$ cat src/rtl/irq_router_pkg.sv
package irq_router_pkg;
  localparam logic [7:0] OFF_SEL     = 8'h00;
  localparam logic [7:0] OFF_DATA    = 8'h10;
  localparam logic [7:0] SEL_ID      = 8'h00;
  localparam logic [7:0] SEL_VER     = 8'h01;
  localparam logic [7:0] SEL_ARB     = 8'h02;
  localparam logic [7:0] SEL_TAB     = 8'h10;
  localparam logic [7:0] VERSION     = 8'h11;
  localparam int         B_DLV       = 8;
  localparam int         B_DMODE     = 11;
  localparam int         B_POL       = 13;
  localparam int         B_TRIG      = 15;
  localparam int         B_MASK      = 16;
  localparam int         B_DEST      = 56;
  localparam logic [31:0] LO_RESET   = 32'h0001_0000;
  typedef enum logic [1:0] {S_IDLE, S_SCAN, S_SEND} scan_st_t;
endpackage

$ cat src/rtl/irq_router_regs.sv
module irq_router_regs
  import irq_router_pkg::*;
#(
  parameter int NUM_PINS = 24,
  parameter int IDX_W    = $clog2(NUM_PINS)
) (
  input  logic                clk,
  input  logic                rst,
  input  logic                bus_wr,
  input  logic                bus_rd,
  input  logic [7:0]          bus_addr,
  input  logic [31:0]         bus_wdata,
  output logic [31:0]         bus_rdata,
  output logic                entry_wr,
  input  logic [IDX_W-1:0]    scan_idx,
  output logic [63:0]         scan_entry,
  output logic [NUM_PINS-1:0] trig_level
);
  localparam logic [7:0] LAST_IDX = 8'(NUM_PINS - 1);

  logic [7:0]  sel_q;
  logic [7:0]  id_q;
  logic [31:0] tab_lo [NUM_PINS];
  logic [31:0] tab_hi [NUM_PINS];
  logic [7:0]  sel_off;
  logic [6:0]  ent_idx;
  logic        ent_ok;
  logic [IDX_W-1:0] ent_pin;
  logic [31:0] rd_mux;

  assign sel_off = sel_q - SEL_TAB;
  assign ent_idx = sel_off[7:1];
  assign ent_ok  = (sel_q >= SEL_TAB) && (int'(ent_idx) < NUM_PINS);
  assign ent_pin = ent_idx[IDX_W-1:0];

  always_comb begin
    rd_mux = '0;
    if (bus_addr == OFF_SEL) begin
      rd_mux = {24'h0, sel_q};
    end else if (bus_addr == OFF_DATA) begin
      if (sel_q == SEL_ID)       rd_mux = {id_q, 24'h0};
      else if (sel_q == SEL_VER) rd_mux = {8'h0, LAST_IDX, 8'h0, VERSION};
      else if (ent_ok)           rd_mux = sel_q[0] ? tab_hi[ent_pin] : tab_lo[ent_pin];
    end
  end

  always_ff @(posedge clk) begin
    if (rst) begin
      sel_q     <= '0;
      id_q      <= '0;
      bus_rdata <= '0;
      entry_wr  <= 1'b0;
      for (int i = 0; i < NUM_PINS; i++) begin
        tab_lo[i] <= LO_RESET;
        tab_hi[i] <= '0;
      end
    end else begin
      entry_wr <= 1'b0;
      if (bus_rd) bus_rdata <= rd_mux;
      if (bus_wr && bus_addr == OFF_SEL) begin
        sel_q <= bus_wdata[7:0];
      end else if (bus_wr && bus_addr == OFF_DATA) begin
        if (sel_q == SEL_ID) begin
          id_q <= bus_wdata[31:24];
        end else if (ent_ok) begin
          entry_wr <= 1'b1;
          if (sel_q[0]) tab_hi[ent_pin] <= bus_wdata;
          else          tab_lo[ent_pin] <= bus_wdata;
        end
      end
    end
  end

  assign scan_entry = {tab_hi[scan_idx], tab_lo[scan_idx]};

  for (genvar g = 0; g < NUM_PINS; g++) begin : g_trig
    assign trig_level[g] = tab_lo[g][B_TRIG];
  end

  assert_version_R3: assert property (@(posedge clk) disable iff (rst)
    (bus_rd && bus_addr == OFF_DATA && sel_q == SEL_VER)
      |=> (bus_rdata == {8'h0, LAST_IDX, 8'h0, VERSION}));

  assert_unmapped_zero_R5: assert property (@(posedge clk) disable iff (rst)
    (bus_rd && bus_addr == OFF_DATA && sel_q > SEL_ARB && sel_q < SEL_TAB)
      |=> (bus_rdata == 32'h0));

  assert_sel_readback_R2: assert property (@(posedge clk) disable iff (rst)
    (bus_rd && bus_addr == OFF_SEL && !bus_wr) |=> (bus_rdata[31:8] == 24'h0));
endmodule

$ cat src/rtl/irq_router_pend.sv
module irq_router_pend #(
  parameter int NUM_PINS = 24
) (
  input  logic                clk,
  input  logic                rst,
  input  logic [NUM_PINS-1:0] irq_in,
  input  logic [NUM_PINS-1:0] trig_level,
  input  logic [NUM_PINS-1:0] clr,
  output logic [NUM_PINS-1:0] pend,
  output logic                rise_any
);
  logic [NUM_PINS-1:0] prev_q;
  logic [NUM_PINS-1:0] rise;

  assign rise     = irq_in & ~prev_q;
  assign rise_any = |rise;

  always_ff @(posedge clk) begin
    if (rst) prev_q <= '0;
    else     prev_q <= irq_in;
  end

  for (genvar g = 0; g < NUM_PINS; g++) begin : g_pin
    always_ff @(posedge clk) begin
      if (rst)                pend[g] <= 1'b0;
      else if (trig_level[g]) pend[g] <= irq_in[g];
      else                    pend[g] <= (pend[g] & ~clr[g]) | rise[g];
    end

    assert_level_follow_R9: assert property (@(posedge clk) disable iff (rst)
      ($past(trig_level[g]) && !$past(irq_in[g])) |-> !pend[g]);

    assert_edge_clear_R8: assert property (@(posedge clk) disable iff (rst)
      $past(clr[g] && !trig_level[g] && !rise[g]) |-> !pend[g]);
  end
endmodule

$ cat src/rtl/irq_router_scan.sv
module irq_router_scan
  import irq_router_pkg::*;
#(
  parameter int NUM_PINS = 24,
  parameter int IDX_W    = $clog2(NUM_PINS)
) (
  input  logic                clk,
  input  logic                rst,
  input  logic [NUM_PINS-1:0] pend,
  input  logic                entry_wr,
  input  logic                rise_any,
  input  logic [63:0]         scan_entry,
  output logic [IDX_W-1:0]    scan_idx,
  output logic [NUM_PINS-1:0] clr,
  output logic                msg_valid,
  input  logic                msg_ready,
  output logic [7:0]          msg_dest,
  output logic                msg_dest_mode,
  output logic [2:0]          msg_dlv_mode,
  output logic [7:0]          msg_vector,
  output logic                msg_polarity,
  output logic                msg_trigger
);
  localparam logic [IDX_W-1:0] LAST = IDX_W'(NUM_PINS - 1);

  scan_st_t st_q;
  logic     req_q;
  logic     start;
  logic     hit;

  assign start = (st_q == S_IDLE) && req_q;
  assign hit   = (st_q == S_SCAN) && pend[scan_idx] && !scan_entry[B_MASK];
  assign clr   = hit ? (NUM_PINS'(1) << scan_idx) : '0;

  always_ff @(posedge clk) begin
    if (rst) begin
      st_q          <= S_IDLE;
      req_q         <= 1'b0;
      scan_idx      <= '0;
      msg_valid     <= 1'b0;
      msg_dest      <= '0;
      msg_dest_mode <= 1'b0;
      msg_dlv_mode  <= '0;
      msg_vector    <= '0;
      msg_polarity  <= 1'b0;
      msg_trigger   <= 1'b0;
    end else begin
      req_q <= (req_q & ~start) | entry_wr | rise_any;
      case (st_q)
        S_IDLE: if (req_q) begin
          st_q     <= S_SCAN;
          scan_idx <= '0;
        end
        S_SCAN: if (hit) begin
          msg_valid     <= 1'b1;
          msg_vector    <= scan_entry[7:0];
          msg_dlv_mode  <= scan_entry[B_DLV+:3];
          msg_dest_mode <= scan_entry[B_DMODE];
          msg_polarity  <= scan_entry[B_POL];
          msg_trigger   <= scan_entry[B_TRIG];
          msg_dest      <= scan_entry[B_DEST+:8];
          st_q          <= S_SEND;
        end else if (scan_idx == LAST) begin
          st_q <= S_IDLE;
        end else begin
          scan_idx <= scan_idx + 1'b1;
        end
        S_SEND: if (msg_ready) begin
          msg_valid <= 1'b0;
          if (scan_idx == LAST) begin
            st_q <= S_IDLE;
          end else begin
            st_q     <= S_SCAN;
            scan_idx <= scan_idx + 1'b1;
          end
        end
        default: st_q <= S_IDLE;
      endcase
    end
  end

  assert_hold_stall_R11: assert property (@(posedge clk) disable iff (rst)
    (msg_valid && !msg_ready) |=> (msg_valid && $stable(msg_vector) && $stable(msg_dest)
      && $stable(msg_dlv_mode) && $stable(msg_trigger) && $stable(msg_dest_mode)
      && $stable(msg_polarity)));

  assert_pending_source_R10: assert property (@(posedge clk) disable iff (rst)
    $rose(msg_valid) |-> $past(pend[scan_idx]));
endmodule

$ cat src/rtl/irq_router.sv
module irq_router #(
  parameter int NUM_PINS = 24
) (
  input  logic                clk,
  input  logic                rst,
  input  logic                bus_wr,
  input  logic                bus_rd,
  input  logic [7:0]          bus_addr,
  input  logic [31:0]         bus_wdata,
  output logic [31:0]         bus_rdata,
  input  logic [NUM_PINS-1:0] irq_in,
  output logic                msg_valid,
  input  logic                msg_ready,
  output logic [7:0]          msg_dest,
  output logic                msg_dest_mode,
  output logic [2:0]          msg_dlv_mode,
  output logic [7:0]          msg_vector,
  output logic                msg_polarity,
  output logic                msg_trigger
);
  localparam int IDX_W = $clog2(NUM_PINS);

  logic                entry_wr;
  logic [IDX_W-1:0]    scan_idx;
  logic [63:0]         scan_entry;
  logic [NUM_PINS-1:0] trig_level;
  logic [NUM_PINS-1:0] clr;
  logic [NUM_PINS-1:0] pend;
  logic                rise_any;

  irq_router_regs #(.NUM_PINS(NUM_PINS), .IDX_W(IDX_W)) u_regs (
    .clk(clk), .rst(rst), .bus_wr(bus_wr), .bus_rd(bus_rd), .bus_addr(bus_addr),
    .bus_wdata(bus_wdata), .bus_rdata(bus_rdata), .entry_wr(entry_wr),
    .scan_idx(scan_idx), .scan_entry(scan_entry), .trig_level(trig_level));

  irq_router_pend #(.NUM_PINS(NUM_PINS)) u_pend (
    .clk(clk), .rst(rst), .irq_in(irq_in), .trig_level(trig_level), .clr(clr),
    .pend(pend), .rise_any(rise_any));

  irq_router_scan #(.NUM_PINS(NUM_PINS), .IDX_W(IDX_W)) u_scan (
    .clk(clk), .rst(rst), .pend(pend), .entry_wr(entry_wr), .rise_any(rise_any),
    .scan_entry(scan_entry), .scan_idx(scan_idx), .clr(clr),
    .msg_valid(msg_valid), .msg_ready(msg_ready), .msg_dest(msg_dest),
    .msg_dest_mode(msg_dest_mode), .msg_dlv_mode(msg_dlv_mode), .msg_vector(msg_vector),
    .msg_polarity(msg_polarity), .msg_trigger(msg_trigger));

  assert_reset_quiet_R1: assert property (@(posedge clk) $past(rst) |-> !msg_valid);
endmodule

$ cat config.mk
export PLATFORM = sky130hd
export DESIGN_NAME = irq_router
export DESIGN_NICKNAME = d
export VERILOG_FILES = /design/src/rtl/irq_router_pkg.sv /design/src/rtl/irq_router_regs.sv /design/src/rtl/irq_router_pend.sv /design/src/rtl/irq_router_scan.sv /design/src/rtl/irq_router.sv
export SDC_FILE = /design/constraint.sdc
export NUM_CORES = 2
export LEC_CHECK = 0
export ABC_CLOCK_PERIOD_IN_PS = 7300
export BUFFER_PORTS_ARGS = -buffer_cell sky130_fd_sc_hd__buf_2
export CORE_UTILIZATION = 45
export CTS_CLUSTER_SIZE = 12
export DETAILED_ROUTE_END_ITERATION = 16
export HOLD_SLACK_MARGIN = 0.03
export PLACE_DENSITY = 0.57
export SYNTH_ARGS = -nofsm -noshare
export SYNTH_HDL_FRONTEND = slang
export SYNTH_SLANG_ARGS = --single-unit
$ cat constraint.sdc
create_clock -name clk -period 7.3 [get_ports clk]
set_clock_uncertainty 0.15 [all_clocks]
set_input_delay 1.46 -clock clk [delete_from_list [all_inputs] [get_ports clk]]
set_output_delay 1.46 -clock clk [all_outputs]
set_load 0.03 [all_outputs]
### Word-level counts from Yosys, hierarchy flattened

Memories as Yosys holds them, arrays and structs flattened. A register that Yosys moved wholly into a read port is not among the register bits.
Cells that the tools add are included.

| storage, ports and cells | value |
|---|---|
| register bits | 120 |
| memory bits (writable) | 1,536 |
| output and inout port bits | 55 |
| word-level logic and storage cells | 229 |
| memories | 2 |

Memories:

| name | depth | bits a word | rd ports | clocked after Yosys merged registers in | wr ports | line | source |
|---|---|---|---|---|---|---|---|
| u_regs.tab_hi | 24 | 32 | 2 | 1 | 24 | irq_router_regs.sv:24 | `logic [31:0] tab_hi [NUM_PINS];` |
| u_regs.tab_lo | 24 | 32 | 26 | 1 | 24 | irq_router_regs.sv:23 | `logic [31:0] tab_lo [NUM_PINS];` |

| operators by class | value |
|---|---|
| add/sub/neg operators | 2 |
| magnitude comparators | 3 |
| equal/unequal tests | 10 |
| shift-type cells | 1 |
| mux-type cells | 72 |
| bitwise operators | 80 |
| reductions and logical operators | 21 |

Operator list:

| cell | number |
|---|---|
| 2-to-1 mux 32 bit | 8 |
| OR reduction 32 bit | 2 |
| 2-to-1 mux 1 bit | 47 |
| 2-to-1 mux 5 bit | 8 |
| NOT 1 bit | 27 |
| bitwise OR 1 bit | 26 |
| AND 1 bit | 25 |
| AND 24 bit | 1 |
| 2-to-1 mux 24 bit | 1 |
| NOT 24 bit | 1 |
| OR reduction 24 bit | 1 |
| << shifter 1 x 5 -> 24 bit, first input constant | 1 |
| logical NOT 8 bit | 2 |
| case mux 5 bit (3 select lines) | 1 |
| AND reduction 3 bit | 3 |
| equality test 8 x 1 -> 1 bit, second input constant | 1 |
| equality test 8 x 5 -> 1 bit, second input constant | 1 |
| >= comparator 8 x 5 -> 1 bit, second input constant | 1 |
| 2-to-1 mux 2 bit | 4 |
| subtractor 8 x 5 -> 8 bit, second input constant | 1 |
| less-than comparator 7 x 5 -> 1 bit, second input constant | 1 |
| logical AND 1 bit | 6 |
| less-than comparator 5 x 6 -> 1 bit, second input constant | 1 |
| case mux 2 bit (3 select lines) | 1 |
| other kinds (16) | 18 |

### Depth between registers and ports, before layout

| depth | value |
|---|---|
| depth in word-level cells | 11 |
| depth in mapped cells | 15 |
| gate-level depth less buffers | 9 |

### By module

From an unflattened synthesis, not the netlist that was laid out.

| second synthesis, totals | value |
|---|---|
| cells, all modules | 6,755 |
| area total of the unflattened synthesis | 111,132.8 um^2 |

Modules (own cells, without submodules):

| module | times used | cells each | area each (um^2) | sequential area each (um^2) |
|---|---|---|---|---|
| irq_router_regs | 1 | 6,267 | 107,261.6 | 62,479.9 |
| irq_router_scan | 1 | 251 | 2,097.0 | 620.6 |
| irq_router_pend | 1 | 237 | 1,774.2 | 960.9 |

### Worst setup path after synthesis

OpenSTA, ideal clock, no wires.

| path | value |
|---|---|
| path kind | input to register |
| start | input bus_addr[2] |
| end | memory u_regs.tab_lo[15][0], enable pin |
| data arrival time | 5.170 ns |
| required time | 6.684 ns |
| setup slack | 1.514 ns |
| stages | 7 |
| buffers on the path | 1 |
| path through | nor4_1 nand3_1 nor2_1 and4_4 nand3_4 clkbuf_1 o21ai_0 |

RTL lines:

| element | line | source |
|---|---|---|
| start: declaration | irq_router.sv:8 | `input logic [7:0] bus_addr,` |
| end: declaration | irq_router_regs.sv:23 |  |

==> metrics <==
status completed; CP Max Fanout 32; post-synthesis compound-gate area fraction 0.0310; max frequency 0.190 GHz; Ys Warns 0; final critical-path setup slack 2040 ps; Fin. Hold Viols 0; max-slew violation count 0; Max VDD drop 0.000254 V; cts hold-fix bufs 0; DIE WIDTH 474 um; Pleak 38.6 nW; initial antenna violation count 29; gpl congestion 0.881; # DRC 0; Final TNS setup 0 ps; Clock transition at path regs 60 ps; TritonCTS buffer count 231; min Tclk post-route 5260 ps; H-tree depth 4; Crit. End Element register; CP arrival 5580 ps; I/O pins 124; Seq/Total Area, Yosys 0.641; Rows 172; Post-Syn Area 0.100 mm^2; area of the die 0.224 mm^2; Iter 0 DRT Violations 6932; CTS tree yes; Buf+Inv Stages, Crit Path 1; pin slew with the least headroom to its limit 1410 ps; # resized after CTS 0; share of layout cells above drive strength 1 0.227; Total Wirelength 303000 um; Worst path max stage delay 1260 ps; Skew-Pair Late Insertion Delay 880 ps; DR vias 57000; Cell Chain, Critical Path buf_2, nor4_1, nand3_1, nor3_2, nand2_1, o21ai_4; vias in the first global route 56000; pin count of the biggest net entering global routing 131; cell count after synthesis 6176; final period utilization 0.720; CP delay by family, top simple AND/OR/NAND/NOR gates; Initial Util 0.455; startpoint types input pin; TritonRoute pass-1 iters 6; adder-cell area share of the yosys netlist 0.00187; grt ovf 0; total track usage 0.271; Synth Area in XOR/XNOR 0; Post-synth EDFFs 2048; mux contribution to synthesized area 0.181; fin area 0.113 mm^2; largest family of logic cells by synthesized area multiplexers; critical-path cell with the highest stage delay o21ai_4; Power per Cell Area 245 mW/mm^2; pre-CTS WS 1210 ps; Worst Path Required 7620 ps; worst hold path class reg -> reg; Slew headroom 0.0611; clock tree buffer depth 3; via/cell ratio 5.85; CTS sink cnt 2181; Syn Area/Cell 16.2 um^2; first-pass GRT wire length 428000 um; overall power 27.7 mW; Die Span Y 474 um; post-DP HPWL 188000 um; Post-synth ARST share 0; critical path class in -> reg; library cells used by synthesis 64; top_reg_cell synth edfxtp_1; post-route ant nets 0; average wire per standard cell 31.1 um; unrepaired setup endpoints after global routing no; Area Overhead vs Synth 13.0%; I/O Buffers 123; FF+latch count, synth 2181; final setup vio count 0; Max-cap violations 0; core area 0.220 mm^2; Root Driver clkbuf_16; Simple-Gate Fraction of Synth Area 0.118; placed inst area 0.106 mm^2; Post-CTS Setup Bufs 0; Final nets 6675
## cells in the mapped netlist, drive strengths merged, types with 2 or more instances
cell type  number  area share
a211o           2     0.00017
a211oi         11     0.00082
a21boi          3     0.00022
a21oi         109      0.0054
a221oi         30      0.0026
a22o           23      0.0020
a22oi          90      0.0067
a311o           4     0.00040
a311oi          4     0.00035
a31o            6     0.00052
a31oi           8     0.00050
a32o            3     0.00030
a32oi           7     0.00061
and2         1514       0.095
and3            7     0.00044
and4            4     0.00037
buf           164      0.0091
clkbuf        430       0.016
clkinv          2    0.000075
dfxtp         133       0.027
edfxtp       2048        0.61
ha             15      0.0019
inv            46      0.0017
mux2           68      0.0076
mux2i          22      0.0022
mux4          762        0.17
nand2         170      0.0064
nand2b         21      0.0013
nand3          37      0.0020
nand4           2     0.00019
nor2          122      0.0048
nor2b          48      0.0030
nor3            9     0.00050
nor4           25      0.0016
nor4b           2     0.00024
o211ai          3     0.00022
o21ai         104      0.0052
o22a            3     0.00026
o22ai          53      0.0033
o311ai          3     0.00026
o31ai           3     0.00027
o41ai           4     0.00035
or2             3     0.00019
or3            42      0.0026
## power breakdown
part	total [mW]	leakage, nW	switching (mW)	internal (mW)
Clock	11.4	3.56	4.99	6.42
Combinational	1.74	13.9	1.07	0.668
Sequential	14.6	21.1	0.281	14.3
Total	27.7	38.6	6.34	21.4
## metrics by stage
step	cells	hold WS, ps	util
final	9755	300	0.514
after global routing	9747	321	0.513
after CTS	9744	302	0.513
after detailed placement	9316	294	0.480
after global placement	9313	292	0.480
after floorplan	6687	287	-
## routing by layer
| layer | vias up | wire length, um | global-route usage |
|---|---|---|---|
| met5 | - | 26 | 0 |
| li1 | 24000 | - | - |
| met2 | 2499 | 150000 | 0.450 |
| met4 | 4 | 9730 | 0.0839 |
| met1 | 30100 | 120000 | 0.367 |
| met3 | 418 | 23000 | 0.0427 |
## kinds of logic after synthesis
family | Yosys count
flops | 2181
simple gates | 2008
mux | 852
buf+inv | 642
compound gates | 477
fa+ha+maj | 15
other cells | 1
## sequential cells by signal, summed over array words and instances, names as in the netlist, 2 cells and up, named ones only
| signal | flops |
|---|---|
| u_scan.msg_dest | 8 |
| u_regs.sel_q | 8 |
| u_regs.tab_hi | 1024 |
| u_pend.pend | 24 |
| u_regs.id_q | 8 |
| u_scan.st_q | 2 |
| u_scan.msg_dlv_mode | 3 |
| u_scan.scan_idx | 5 |
| u_pend.prev_q | 24 |
| u_scan.msg_vector | 8 |
| u_regs.bus_rdata | 32 |
| u_regs.tab_lo | 1024 |
## worst paths after layout
path                         from                    end  slack (ps)  cells after the start
max reg2reg       u_regs.sel_q[4]  u_regs.tab_hi[10][26]        2430                      8
min          u_scan.msg_vector[4]   u_scan.msg_vector[4]         300                      2
min reg2reg  u_scan.msg_vector[4]   u_scan.msg_vector[4]         300                      2
max                   bus_addr[2]  u_regs.tab_hi[10][26]        2040                      6
## worst register-to-register path, stage by stage, from the launching register on
cell and delay [ps]:
dfxtp_1 350, inv_6 540, ha_1 340, and2_1 150
a211oi_1 80, nand4bb_1 430, nor3_2 460, nand2_1 700
o21ai_4 1270
## placed cells by master, fill, tap and decap left out, drive strengths merged, types with 4 or more instances in the layout
| master | netlist | layout |
|---|---|---|
| ha | 15 | 15 |
| edfxtp | 2048 | 2048 |
| and2 | 1514 | 1514 |
| mux2 | 68 | 68 |
| a32oi | 7 | 7 |
| buf | 164 | 265 |
| o41ai | 4 | 4 |
| nand2 | 170 | 170 |
| o22ai | 53 | 53 |
| conb | 1 | 512 |
| diode | 0 | 11 |
| a31oi | 8 | 8 |
| clkbuf | 430 | 313 |
| a31o | 6 | 6 |
| bufinv | 0 | 11 |
| mux2i | 22 | 22 |
| mux4 | 762 | 762 |
| and3 | 7 | 7 |
| and4 | 4 | 4 |
| nor2 | 122 | 122 |
| nand3 | 37 | 37 |
| nor2b | 48 | 48 |
| o21ai | 104 | 104 |
| or3 | 42 | 42 |
| a311o | 4 | 4 |
| a221oi | 30 | 30 |
| a211oi | 11 | 11 |
| a22oi | 90 | 90 |
| inv | 46 | 54 |
| a21oi | 109 | 109 |
| a311oi | 4 | 4 |
| a22o | 23 | 23 |
| clkinv | 2 | 98 |
| nand2b | 21 | 21 |
| dfxtp | 133 | 133 |
| nor4 | 25 | 25 |
| nor3 | 9 | 9 |
## area by class of cell
cell class | count | area, um^2
clock inverters | 115 | 941
multi-input cells | 3864 | 35900
well taps | 2958 | 3700
diodes | 11 | 27.5
fillers | 18300 | 107000
repair buffers | 265 | 1880
inverters | 48 | 188
flip-flops and latches | 2181 | 64200
clock buffers | 313 | 6310
No activity file was read; power rests on OpenSTA's default activity.
